## config.mk

```make
export PLATFORM = sky130hd
export DESIGN_NAME = vintc_top
export DESIGN_NICKNAME = d
export VERILOG_FILES = /design/src/rtl/vintc_pkg.sv /design/src/rtl/vintc_ctrl.sv /design/src/rtl/vintc_src_bank.sv /design/src/rtl/vintc_prio.sv /design/src/rtl/vintc_top.sv
export SDC_FILE = /design/constraint.sdc
export NUM_CORES = 1
export LEC_CHECK = 0
export BUFFER_PORTS_ARGS = -buffer_cell sky130_fd_sc_hd__buf_2
export CELL_PAD_IN_SITES_DETAIL_PLACEMENT = 1
export CELL_PAD_IN_SITES_GLOBAL_PLACEMENT = 2
export CORE_UTILIZATION = 35
export CTS_BUF_LIST = sky130_fd_sc_hd__clkbuf_16
export CTS_CLUSTER_SIZE = 14
export DETAILED_ROUTE_END_ITERATION = 10
export MAX_ROUTING_LAYER = met4
export PLACE_DENSITY = 0.92
export RECOVER_POWER = 25
export SLEW_MARGIN = 20
export SYNTH_ARGS = -nofsm -noshare
export SYNTH_HDL_FRONTEND = slang
export SYNTH_HIERARCHICAL = 1
export SYNTH_SLANG_ARGS = --single-unit
```

## constraint.sdc

```tcl
create_clock -name clk -period 4 [get_ports clk]
set_input_delay 0.4 -clock clk [delete_from_list [all_inputs] [get_ports clk]]
set_output_delay 0.4 -clock clk [all_outputs]
set_load 0.01 [all_outputs]
```

## src/rtl/vintc_pkg.sv

```systemverilog
package vintc_pkg;
  typedef enum logic [2:0] {
    IDX_STATUS = 3'd0,
    IDX_PEND   = 3'd1,
    IDX_ENABLE = 3'd2,
    IDX_ACK    = 3'd3,
    IDX_SETEN  = 3'd4,
    IDX_CLREN  = 3'd5,
    IDX_VECTOR = 3'd6,
    IDX_MASTER = 3'd7
  } reg_idx_e;

  localparam int MASTER_W   = 2;
  localparam int BIT_IRQ_EN = 0;  // gates the processor line
  localparam int BIT_SAMPLE = 1;  // gates input capture
endpackage

```

## src/rtl/vintc_ctrl.sv

```systemverilog
module vintc_ctrl
  import vintc_pkg::*;
#(
  parameter int NUM_SRC = 32,
  parameter int DATA_W  = 32
) (
  input  logic                clk,
  input  logic                rst,
  input  logic                we,
  input  logic [2:0]          addr,
  input  logic [DATA_W-1:0]   wdata,
  output logic [NUM_SRC-1:0]  enable_q,
  output logic [MASTER_W-1:0] master_q,
  output logic                wr_status,
  output logic                wr_ack,
  output logic [NUM_SRC-1:0]  mask
);
  reg_idx_e idx;
  logic [NUM_SRC-1:0] enable_d;

  assign idx       = reg_idx_e'(addr);
  assign mask      = wdata[NUM_SRC-1:0];
  assign wr_status = we && (idx == IDX_STATUS);
  assign wr_ack    = we && (idx == IDX_ACK);

  always_comb begin
    enable_d = enable_q;
    if (we) begin
      case (idx)
        IDX_ENABLE: enable_d = mask;
        IDX_SETEN:  enable_d = enable_q | mask;
        IDX_CLREN:  enable_d = enable_q & ~mask;
        default:    enable_d = enable_q;
      endcase
    end
  end

  always_ff @(posedge clk) begin
    if (rst) begin
      enable_q <= '0;
      master_q <= '0;
    end else begin
      enable_q <= enable_d;
      if (we && idx == IDX_MASTER) master_q <= wdata[MASTER_W-1:0];
    end
  end
endmodule

```

## src/rtl/vintc_src_bank.sv

```systemverilog
module vintc_src_bank #(
  parameter int                 NUM_SRC     = 32,
  parameter logic [NUM_SRC-1:0] STICKY_MASK = '0
) (
  input  logic               clk,
  input  logic               rst,
  input  logic               sample_en,
  input  logic [NUM_SRC-1:0] src_i,
  input  logic               wr_status,
  input  logic               wr_ack,
  input  logic [NUM_SRC-1:0] mask,
  output logic [NUM_SRC-1:0] status_q
);
  for (genvar g = 0; g < NUM_SRC; g++) begin : g_bit
    logic after_sw;  // value after software actions, before capture
    logic nxt;

    always_comb begin
      after_sw = status_q[g];
      if (wr_status) after_sw = mask[g];
      if (wr_ack && mask[g]) after_sw = 1'b0;
    end

    if (STICKY_MASK[g]) begin : g_sticky
      assign nxt = sample_en ? (after_sw | src_i[g]) : after_sw;
    end else begin : g_level
      assign nxt = sample_en ? src_i[g] : after_sw;
    end

    always_ff @(posedge clk) begin
      if (rst) status_q[g] <= 1'b0;
      else     status_q[g] <= nxt;
    end
  end
endmodule

```

## src/rtl/vintc_prio.sv

```systemverilog
module vintc_prio #(
  parameter int NUM_SRC = 32,
  parameter int DATA_W  = 32
) (
  input  logic [NUM_SRC-1:0] pending,
  output logic [DATA_W-1:0]  vector,
  output logic               any
);
  function automatic logic [DATA_W-1:0] first_set(input logic [NUM_SRC-1:0] v);
    logic [DATA_W-1:0] r;
    r = '1;
    for (int i = NUM_SRC - 1; i >= 0; i--) begin
      if (v[i]) r = DATA_W'(i);
    end
    return r;
  endfunction

  assign vector = first_set(pending);
  assign any    = |pending;
endmodule

```

## src/rtl/vintc_top.sv

```systemverilog
module vintc_top
  import vintc_pkg::*;
#(
  parameter int                 NUM_SRC     = 32,
  parameter int                 DATA_W      = 32,
  parameter logic [NUM_SRC-1:0] STICKY_MASK = '0
) (
  input  logic              clk,
  input  logic              rst,
  input  logic              bus_we,
  input  logic [2:0]        bus_addr,
  input  logic [DATA_W-1:0] bus_wdata,
  output logic [DATA_W-1:0] bus_rdata,
  input  logic [NUM_SRC-1:0] irq_src,
  output logic              irq_out
);
  localparam int PAD_W = DATA_W - NUM_SRC;

  logic [NUM_SRC-1:0]  enable_q;
  logic [NUM_SRC-1:0]  status_q;
  logic [NUM_SRC-1:0]  pending;
  logic [NUM_SRC-1:0]  mask;
  logic [MASTER_W-1:0] master_q;
  logic                wr_status;
  logic                wr_ack;
  logic                sample_en;
  logic [DATA_W-1:0]   vector;
  logic                any_pending;

  vintc_ctrl #(.NUM_SRC(NUM_SRC), .DATA_W(DATA_W)) ctrl_i (
    .clk(clk), .rst(rst), .we(bus_we), .addr(bus_addr), .wdata(bus_wdata),
    .enable_q(enable_q), .master_q(master_q), .wr_status(wr_status),
    .wr_ack(wr_ack), .mask(mask)
  );

  assign sample_en = master_q[BIT_SAMPLE];

  vintc_src_bank #(.NUM_SRC(NUM_SRC), .STICKY_MASK(STICKY_MASK)) bank_i (
    .clk(clk), .rst(rst), .sample_en(sample_en), .src_i(irq_src),
    .wr_status(wr_status), .wr_ack(wr_ack), .mask(mask), .status_q(status_q)
  );

  assign pending = status_q & enable_q;

  vintc_prio #(.NUM_SRC(NUM_SRC), .DATA_W(DATA_W)) prio_i (
    .pending(pending), .vector(vector), .any(any_pending)
  );

  assign irq_out = master_q[BIT_IRQ_EN] && master_q[BIT_SAMPLE] && any_pending;

  function automatic logic [DATA_W-1:0] widen(input logic [NUM_SRC-1:0] v);
    return {{PAD_W{1'b0}}, v};
  endfunction

  always_comb begin
    case (reg_idx_e'(bus_addr))
      IDX_STATUS: bus_rdata = widen(status_q);
      IDX_PEND:   bus_rdata = widen(pending);
      IDX_ENABLE: bus_rdata = widen(enable_q);
      IDX_VECTOR: bus_rdata = vector;
      IDX_MASTER: bus_rdata = {{(DATA_W-MASTER_W){1'b0}}, master_q};
      default:    bus_rdata = '0;
    endcase
  end
endmodule

```

==> results.cfg, run 1 <==
[critical_path]
worst_ep_arrival_time_ns = 2.91
r2r_slack_ns = 2.10
crit_family = simple AND/OR/NAND/NOR gates
critical_path.cell_chain = and2_1 -> nor4_1 -> nand2_1 -> nor3_2 -> and2_1 -> buf_4 -> o2bb2ai_1 -> buf_2
endpoint_kind = primary output
setup.worst_path.start_class = register
crit-reg2reg-capture = bank_i/status_q[20]
cp.required_ns = 3.60
crit_type = reg2out
r2r.worst_path.cells = 3
dominant_cell_type_by_count_on_the_critical_path = sky130_fd_sc_hd__and2_1
cpPeakStageDelay_ns = 0.51
cp_max_fo = 20
cp_slowest_cell = sky130_fd_sc_hd__nor4_1
path_buf_inv = 2
origin_of_the_critical_flop_to_flop_path = ctrl_i/master_q[1]

[clock_network]
buffer_levels_on_the_longest_clock_path = 2
ctsRootBufferMaster = sky130_fd_sc_hd__clkbuf_16
cts_tree = built
clock-sinks = 66
cts_inserted_buffers = 9
clkSlewWorstSetupHoldPaths_ns = 0.06
htree_num_levels = 3
ctsHoldBuffers = 0
cts_resized = 0
clock_latency_ns = 0.34
post-cts-setup-buffers = 0

[finish]
seqCellArea_um2 = 1320
multi_input_comb_area_um2 = 3130
diodes = 0
syn_to_final_growth_pct = 7.42
fillerInstances = 1717
layout-drive-gt1-share_pct = 32.7
layout.nets = 671

[synth]
synthAdderAreaFrac_pct = 0
synth_cell_types = 45
synth_xor_area_share_pct = 0.167
synth_top_flop_cell = sky130_fd_sc_hd__dfxtp_1
most_instantiated_cells_after_synthesis = sky130_fd_sc_hd__dfxtp_1 (66), sky130_fd_sc_hd__buf_4 (60), sky130_fd_sc_hd__nand2_1 (42), sky130_fd_sc_hd__a2111oi_0 (36), sky130_fd_sc_hd__and2_1 (34)
synthesis.area_um2 = 5240
synth_area_in_compound_gates_pct = 31.7
syn-instance-count = 590
post_synth_top_area_share_pct = 25.2
synth_mux_area_share_pct = 8.02
largest_area_contributor_in_the_netlist = sky130_fd_sc_hd__dfxtp_1
postSynthRegisterBits = 66
synth-simple-area-share_pct = 19.7
synthesis.nets = 660
synth.yosys.warnings = 6
synth-edff-count = 0
netlist_top_cells_area = sky130_fd_sc_hd__dfxtp_1 (25%), sky130_fd_sc_hd__buf_4 (8.6%), sky130_fd_sc_hd__a32o_2 (6.9%), sky130_fd_sc_hd__mux2_2 (6.9%), sky130_fd_sc_hd__a2111oi_0 (6.0%)
synth.most_common_cell = sky130_fd_sc_hd__dfxtp_1
synth.yosys.seq_area_share_pct = 25.2
avgSynthCellArea_um2 = 8.89
largest_family_of_logic_cells_by_synthesized_area = compound AO/OA/AOI/OAI gates
synthArstFlopShare_pct = 0

[sta]
final_period_minus_worst_setup_slack_ns = 3.31
fin_crit_sh_pct = 82.7
fin_tns_setup_ns = 0
hold_vio_cnt_final = 0
setup_viol_count_final = 0
fin_worst_skew_ns = 0.00600
slew_headroom_pct = -1.55
finalMaxSlewViolations = 18
tightest_slew_ns = 1.52
setup_repair_after_global_routing_missed_its_margin = no
max_freq_mhz = 302

[die]
ios = 103
placementRows = 44
horizontal_extent_of_the_die_um = 124
placeableCoreArea_um2 = 14600
initial_core_util_pct = 35.9
dieArea_um2 = 15500
vertical_extent_of_the_die_um = 124

[pwr]
p_clk_share_pct = 46.8
share_seq_of_total_power_pct = 36.5
static-leakage-power_uw = 0.00231
peakVddDrop_mv = 0.231
combinationalPowerShare_pct = 16.7
power_switching_share_pct = 27.4
power_density_nw_per_um2 = 352
p_int_uw = 1440
sw_pwr_uw = 545
design_power_total_uw = 1980

[route]
wl_mm = 16.1
drt_pass1_iterations = 5
dr.first_iter.drc_count = 272
wire_per_inst_um = 20.3
post_drt_via_cell_ratio = 6.05
dr_vias = 4783
remaining_drcs = 0
final_antenna_net_count = 0

[grt]
grt.total_usage_pct = 21.5
overflow = 0
grt_pass1_wl_mm = 26.5
first_global_vias = 5039
number_of_antenna_violations_at_the_first_check_in_global_routing = 0
largest_net_degree_at_the_start_of_global_routing = 65

[worst_hold_path]
worstHoldPathType = in2reg
min_delay_worst_endpoint = ctrl_i/enable_q[22]
worst_hold_path.num_cells = 2
min-delay-start = bus_wdata[22]

[placement]
dp.final_hpwl_mm = 10.9
gp_congestion = 0.811
io_buffer_count = 102

[run_status]
run_status = finished, violations left
failed_checks = max-capacitance violations, max-slew violations

[job]
timing.max_cap.violations = 1
per-stage QoR:
stage / hold slack (ns) / instances / utilization (%) / area (µm²) / worst slack, ns
floorplan: 0.472 / 590 / - / 5240 / 1.21
global placement: 0.499 / 774 / 36.3 / 5300 / 1.32
detailed placement: 0.505 / 774 / 36.3 / 5300 / 1.13
CTS: 0.316 / 790 / 38.7 / 5640 / 0.739
global route: 0.320 / 790 / 38.6 / 5630 / 0.518
finish: 0.322 / 790 / 38.6 / 5630 / 0.692
power groups by stage:
stage / clock [µW] / sequential (µW) / combinational, µW
final: 928 / 724 / 332
after global routing: 972 / 728 / 363
after CTS: 938 / 722 / 334
after detailed placement: 0 / 736 / 332
after global placement: 0 / 733 / 318
after floorplan: 0 / 724 / 304
worst register-to-register path: cells and delay by family (launching register included):
kind | cells | cell delay (ns)
AO/OA/AOI/OAI | 2 | 0.62
flip-flops | 1 | 0.74
buffers and inverters | 1 | 0.42
cell families after synthesis:
kind of cell | count (synthesis)
simple gates | 185
compound gates | 182
buf+inv | 118
flops | 66
mux | 38
xor+xnor | 1
worst max-delay path by stage:
stage | from | endpoint | cells past startpoint
6_report | ctrl_i/enable_q[7] | bus_rdata[6] | 8
5_1_grt | ctrl_i/enable_q[7] | bus_rdata[22] | 8
4_1_cts | ctrl_i/enable_q[7] | bus_rdata[18] | 8
3_5_place_dp | ctrl_i/enable_q[7] | bus_rdata[18] | 8
3_3_place_gp | ctrl_i/enable_q[22] | bus_rdata[6] | 8
2_1_floorplan | ctrl_i/enable_q[24] | bus_rdata[29] | 8
per-layer routing:
metal  vias to the layer above  global-route usage [%]  share of wire, %
met4                         0                    6.38               1.7
met2                       146                    34.0                46
li1                       2243                       -                 -
met3                        23                    3.61               4.6
met1                      2371                    28.0                48
met5                         -                       -                 0
cells in the final DEF (no fill, tap or decap), drive strengths merged, types with 20 or more instances in the layout:
cell type / count
nand2b: 33
buf: 110
dfxtp: 66
mux2: 32
nor2: 20
a32o: 32
nor2b: 34
nand2: 42
and2: 34
a32oi: 30
a2111oi: 64
o2bb2ai: 30
state kept, by name (all words and copies together), names as in the netlist:
| register | flops |
|---|---|
| ctrl_i/master_q | 2 |
| bank_i/status_q | 32 |
| ctrl_i/enable_q | 32 |
area by class of cell:
class / count / share of cell area (%)
Multi-Input combinational cell: 406 / 55.7
Timing Repair Buffer: 112 / 10.3
Clock buffer: 9 / 4.00
Tap cell: 184 / 4.09
Clock inverter: 7 / 2.09
Sequential cell: 66 / 23.5
Inverter: 6 / 0.400
Power figures use the tool's default switching activity.
==> run 2, diff against run 1 <==
--- a/config.mk
+++ b/config.mk
@@ -8,12 +8,12 @@
 export BUFFER_PORTS_ARGS = -buffer_cell sky130_fd_sc_hd__buf_2
 export CELL_PAD_IN_SITES_DETAIL_PLACEMENT = 1
 export CELL_PAD_IN_SITES_GLOBAL_PLACEMENT = 2
-export CORE_UTILIZATION = 35
+export CORE_UTILIZATION = 34
 export CTS_BUF_LIST = sky130_fd_sc_hd__clkbuf_16
 export CTS_CLUSTER_SIZE = 14
 export DETAILED_ROUTE_END_ITERATION = 10
 export MAX_ROUTING_LAYER = met4
-export PLACE_DENSITY = 0.92
+export PLACE_DENSITY = 0.9
 export RECOVER_POWER = 25
 export SLEW_MARGIN = 20
 export SYNTH_ARGS = -nofsm -noshare
==> constraint.sdc (replaced) <==
create_clock -name clk -period 3.4 [get_ports clk]
set_input_delay 0.34 -clock clk [delete_from_list [all_inputs] [get_ports clk]]
set_output_delay 0.34 -clock clk [all_outputs]
set_load 0.01 [all_outputs]
==> results.cfg, run 2 (synthesized netlist as in run 1, its figures left out) <==
[sta]
finalMaxSlewViolations = 86
fin_worst_skew_ns = 0.00375
fin_hold_ws_ns = 0.272
setup_viol_count_final = 0
fin_tns_setup_ns = 0
fin_crit_sh_pct = 91.9
setup_repair_after_global_routing_missed_its_margin = no
slew_headroom_pct = -26.2
hold_vio_cnt_final = 0
tightest_slew_ns = 1.89
final_period_minus_worst_setup_slack_ns = 3.12
max_freq_mhz = 320

[grt]
first_global_vias = 4959
overflow = 0
grt_pass1_wl_mm = 26.5
number_of_antenna_violations_at_the_first_check_in_global_routing = 0
largest_net_degree_at_the_start_of_global_routing = 65
grt.total_usage_pct = 21.6

[critical_path]
cp_slowest_cell = sky130_fd_sc_hd__nor4_1
r2r_slack_ns = 0.51
dominant_cell_type_by_count_on_the_critical_path = sky130_fd_sc_hd__and2_1
critical_path.cell_chain = and2_1 -> nor4_1 -> nand2_1 -> nor3_1 -> and2_1 -> buf_4 -> o2bb2ai_1 -> buf_2
endpoint_kind = primary output
cp.required_ns = 3.06
setup.worst_path.start_class = register
cp_max_fo = 20
worst_ep_arrival_time_ns = 2.78
crit_type = reg2out
cpPeakStageDelay_ns = 0.42

[route]
remaining_drcs = 0
dr.first_iter.drc_count = 245
wl_mm = 16.4
post_drt_via_cell_ratio = 6.03
drt_pass1_iterations = 4
final_antenna_net_count = 0
wire_per_inst_um = 20.6
dr_vias = 4802

[clock_network]
ctsRootBufferMaster = sky130_fd_sc_hd__clkbuf_16
htree_num_levels = 3
ctsHoldBuffers = 0
cts_tree = built
clock_latency_ns = 0.33
post-cts-setup-buffers = 0
buffer_levels_on_the_longest_clock_path = 2
clkSlewWorstSetupHoldPaths_ns = 0.06
cts_inserted_buffers = 9
clock-sinks = 66
cts_resized = 0

[worst_hold_path]
worstHoldPathType = in2reg

[finish]
layout.cells.most_common = sky130_fd_sc_hd__buf_2
reg.largest.list = bank_i/status_q x32, ctrl_i/enable_q x32, ctrl_i/master_q x2
syn_to_final_growth_pct = 6.23
fillerInstances = 1790
layout.nets = 674
layout-drive-gt1-share_pct = 32.2
layout.cells.most_common_list = sky130_fd_sc_hd__buf_2 (101), sky130_fd_sc_hd__dfxtp_1 (65), sky130_fd_sc_hd__nand2_1 (42)
diodes = 0

[pwr]
peakVddDrop_mv = 0.216
sw_pwr_uw = 600
p_clk_share_pct = 39.4
static-leakage-power_uw = 0.00229
p_int_uw = 1460
combinationalPowerShare_pct = 19.3
power_density_nw_per_um2 = 370
power_switching_share_pct = 29.2
share_seq_of_total_power_pct = 41.4

[die]
initial_core_util_pct = 34.6
ios = 103
vertical_extent_of_the_die_um = 126
horizontal_extent_of_the_die_um = 126
dieArea_um2 = 15900
placementRows = 45
placeableCoreArea_um2 = 15100

[placement]
io_buffer_count = 102
dp.final_hpwl_mm = 11.2
gp_congestion = 0.821

[run_status]
failed_checks = max-capacitance violations, max-slew violations
run_status = finished, violations left

[job]
timing.max_cap.violations = 2
==> run 2: worst max-delay path, delay by kind of cell (launching register included) <==
family / cells / cell delay, ns
AOI/OAI and AO/OA: 1 / 0.17
and+or+nand+nor: 5 / 1.42
buffers and inverters: 2 / 0.52
DFF: 1 / 0.32
==> run 2: worst paths after layout <==
check	cells after the start	start	end
min	2	bus_wdata[5]	ctrl_i/enable_q[5]
max	8	ctrl_i/enable_q[22]	bus_rdata[6]
min reg2reg	1	ctrl_i/enable_q[29]	ctrl_i/enable_q[29]
max reg2reg	3	ctrl_i/master_q[1]	bank_i/status_q[7]
==> run 2: layout make-up <==
cell class	instances	area [µm²]	area share (%)
inverters	6	22.5	0.404
multi-input cells	406	3140	56.3
well taps	188	235	4.22
clock buffers	9	225	4.04
repair buffers	115	597	10.7
clock inverters	7	28.8	0.517
flip-flops and latches	66	1320	23.7
==> run 2: power groups by stage <==
| stage | logic (µW) | registers [µW] | clock network, µW |
|---|---|---|---|
| floorplan | 357 | 852 | 0 |
| global placement | 379 | 862 | 0 |
| detailed placement | 395 | 866 | 0 |
| CTS | 397 | 850 | 824 |
| global route | 432 | 856 | 864 |
| finish | 396 | 852 | 810 |
==> run 2: per-layer routing <==
metal | global-route usage, % | wire, µm | vias up
met5 | - | 0 | -
met4 | 6.66 | 257 | 0
met3 | 3.70 | 713 | 25
met2 | 34.3 | 7620 | 158
met1 | 27.9 | 7820 | 2364
li1 | - | - | 2255
==> run 2: stage by stage <==
stage | std cells | utilization, % | cell area [µm²] | setup WS (ns) | total power [µW]
2_1_floorplan | 590 | - | 5240 | 0.674 | 1210
5_1_grt | 797 | 36.8 | 5570 | 0.0999 | 2150
3_5_place_dp | 781 | 35.2 | 5330 | 0.696 | 1260
3_3_place_gp | 781 | 35.2 | 5330 | 0.792 | 1240
4_1_cts | 797 | 36.8 | 5580 | 0.326 | 2070
6_report | 797 | 36.8 | 5570 | 0.277 | 2060
==> run 3, diff against run 2 <==
--- a/config.mk
+++ b/config.mk
@@ -8,12 +8,12 @@
 export BUFFER_PORTS_ARGS = -buffer_cell sky130_fd_sc_hd__buf_2
 export CELL_PAD_IN_SITES_DETAIL_PLACEMENT = 1
 export CELL_PAD_IN_SITES_GLOBAL_PLACEMENT = 2
-export CORE_UTILIZATION = 34
+export CORE_UTILIZATION = 35
 export CTS_BUF_LIST = sky130_fd_sc_hd__clkbuf_16
 export CTS_CLUSTER_SIZE = 14
 export DETAILED_ROUTE_END_ITERATION = 10
 export MAX_ROUTING_LAYER = met4
-export PLACE_DENSITY = 0.9
+export PLACE_DENSITY = 0.92
 export RECOVER_POWER = 25
 export SLEW_MARGIN = 20
 export SYNTH_ARGS = -nofsm -noshare
==> constraint.sdc (replaced) <==
create_clock -name clk -period 3.85 [get_ports clk]
set_input_delay 0.385 -clock clk [delete_from_list [all_inputs] [get_ports clk]]
set_output_delay 0.385 -clock clk [all_outputs]
set_load 0.01 [all_outputs]
==> results.cfg, run 3 (synthesized netlist as in run 1, its figures left out) <==
[critical_path]
origin_of_the_critical_flop_to_flop_path = ctrl_i/master_q[1]
worst_ep_arrival_time_ns = 2.76
cpPeakStageDelay_ns = 0.42
endpoint_kind = primary output
r2r.worst_path.cells = 3
cp.required_ns = 3.46
crit_type = reg2out
cp_max_fo = 20
dominant_cell_type_by_count_on_the_critical_path = sky130_fd_sc_hd__and2_1
crit-reg2reg-capture = bank_i/status_q[23]
cp_slowest_cell = sky130_fd_sc_hd__nor4_1
setup.worst_path.start_class = register
critical_path.cell_chain = and2_1 -> nor4_1 -> nand2_1 -> nor3_2 -> and2_1 -> buf_4 -> o2bb2ai_1 -> buf_2
r2r_slack_ns = 1.82
worst_setup_ep = bus_rdata[6]
worst_setup_path_startpoint = ctrl_i/enable_q[0]

[grt]
grt_pass1_wl_mm = 27.0
grt.total_usage_pct = 22.0
largest_net_degree_at_the_start_of_global_routing = 65
first_global_vias = 4976
overflow = 0
number_of_antenna_violations_at_the_first_check_in_global_routing = 0

[finish]
syn_to_final_growth_pct = 6.83
layout-drive-gt1-share_pct = 32.5
layout.cells.most_common_list = sky130_fd_sc_hd__buf_2 (102), sky130_fd_sc_hd__dfxtp_1 (65), sky130_fd_sc_hd__nand2_1 (42)
layout.cells.most_common = sky130_fd_sc_hd__buf_2
reg.largest.list = bank_i/status_q x32, ctrl_i/enable_q x32, ctrl_i/master_q x2
layout.nets = 672
stdcell_area_um2 = 5600
diodes = 0

[sta]
hold_vio_cnt_final = 0
finalMaxSlewViolations = 18
tightest_slew_ns = 1.92
slew_headroom_pct = -27.7
fin_crit_sh_pct = 81.7
setup_repair_after_global_routing_missed_its_margin = no
fin_worst_skew_ns = 0.00981
final_period_minus_worst_setup_slack_ns = 3.15
fin_tns_setup_ns = 0
max_freq_mhz = 318
setup_viol_count_final = 0

[route]
drt_pass1_iterations = 4
highest_layer = met4
dr_vias = 4790
wire_per_inst_um = 21.1
post_drt_via_cell_ratio = 6.06
wl_mm = 16.7
final_antenna_net_count = 0
met2_wl_post_dr_mm = 7.96
met1_length_mm = 7.72
remaining_drcs = 0
dr.first_iter.drc_count = 267
dr_wl_met3_um = 707

[clock_network]
ctsHoldBuffers = 0
cts_resized = 0
post-cts-setup-buffers = 0
cts_inserted_buffers = 9
clock_latency_ns = 0.34
ctsRootBufferMaster = sky130_fd_sc_hd__clkbuf_16
clkSlewWorstSetupHoldPaths_ns = 0.06
buffer_levels_on_the_longest_clock_path = 2
cts_tree = built
clock-sinks = 66
htree_num_levels = 3

[placement]
gp_congestion = 0.812
dp.final_hpwl_mm = 11.2
io_buffer_count = 102
place_area_um2 = 5310

[pwr]
peakVddDrop_mv = 0.193
power_density_nw_per_um2 = 351
static-leakage-power_uw = 0.00231
p_clk_share_pct = 44.0
power_switching_share_pct = 27.5
p_int_uw = 1420
share_seq_of_total_power_pct = 38.3
combinationalPowerShare_pct = 17.7
sw_pwr_uw = 542

[die]
horizontal_extent_of_the_die_um = 124
ios = 103
placeableCoreArea_um2 = 14600
vertical_extent_of_the_die_um = 124
initial_core_util_pct = 35.9
placementRows = 44
dieArea_um2 = 15500

[worst_hold_path]
worstHoldPathType = in2reg

[job]
timing.max_cap.violations = 1

[run_status]
failed_checks = max-capacitance violations, max-slew violations
run_status = finished, violations left
## run 3: cell types whose count changed in the layout (fill, tap and decap cells not counted)
cell	before	now
sky130_fd_sc_hd__a2111oi_0	36	41
sky130_fd_sc_hd__a2111oi_1	28	23
sky130_fd_sc_hd__a21oi_1	4	5
sky130_fd_sc_hd__a21oi_2	1	0
sky130_fd_sc_hd__buf_2	101	102
sky130_fd_sc_hd__bufinv_16	0	2
sky130_fd_sc_hd__clkbuf_1	3	0
sky130_fd_sc_hd__clkinv_1	3	1
sky130_fd_sc_hd__clkinv_2	2	0
sky130_fd_sc_hd__clkinvlp_4	0	2
sky130_fd_sc_hd__nor3_1	4	5
sky130_fd_sc_hd__nor3_2	2	1
## run 3: power by group through the flow
stage / Combinational (µW) / Clock, µW / Sequential [µW]
floorplan: 316 / 0 / 752
global placement: 332 / 0 / 761
detailed placement: 347 / 0 / 765
CTS: 350 / 878 / 751
global route: 380 / 908 / 756
finish: 348 / 866 / 752
## run 3: final cells by class
cell class                      instances  area [µm²]
Sequential cell                        66        1320
Clock inverter                          7        86.3
Inverter                                6        22.5
Multi-Input combinational cell        406        3120
Fill cell                            1726        8990
Clock buffer                            9         225
Timing Repair Buffer                  113         591
Tap cell                              184         230
## run 3: layer usage
| metal | vias up | GRT usage, % |
|---|---|---|
| met5 | - | - |
| met4 | 0 | 6.80 |
| met3 | 19 | 2.75 |
| met2 | 132 | 35.0 |
| met1 | 2396 | 29.0 |
| li1 | 2243 | - |
## run 3: critical path: cells and delay by family, from the launching register on
kind | cells | cell delay, ns
AOI/OAI and AO/OA | 1 | 0.16
buffers and inverters | 2 | 0.50
DFF | 1 | 0.33
and+or+nand+nor | 5 | 1.45
## run 3: per-stage QoR
step                      hold WS (ns)  util, %  total power [µW]  cells  worst slack (ns)
final                            0.306     38.4              1970    791             0.703
after global routing             0.304     38.4              2040    791             0.531
after CTS                        0.301     38.5              1980    791             0.703
after detailed placement         0.505     36.4              1110    775              1.07
after global placement           0.500     36.4              1090    775              1.17
after floorplan                  0.457        -              1070    590              1.08
## run 3: worst min path at each step
stage,startpoint,endpoint,slack (ns),depth (start not counted)
after global placement,ctrl_i/enable_q[31],ctrl_i/enable_q[31],0.50,1
after CTS,bus_wdata[28],ctrl_i/enable_q[28],0.30,2
after detailed placement,ctrl_i/enable_q[31],ctrl_i/enable_q[31],0.50,1
after floorplan,rst,ctrl_i/master_q[0],0.46,1
final,bus_wdata[28],ctrl_i/enable_q[28],0.31,2
after global routing,bus_wdata[28],ctrl_i/enable_q[28],0.30,2
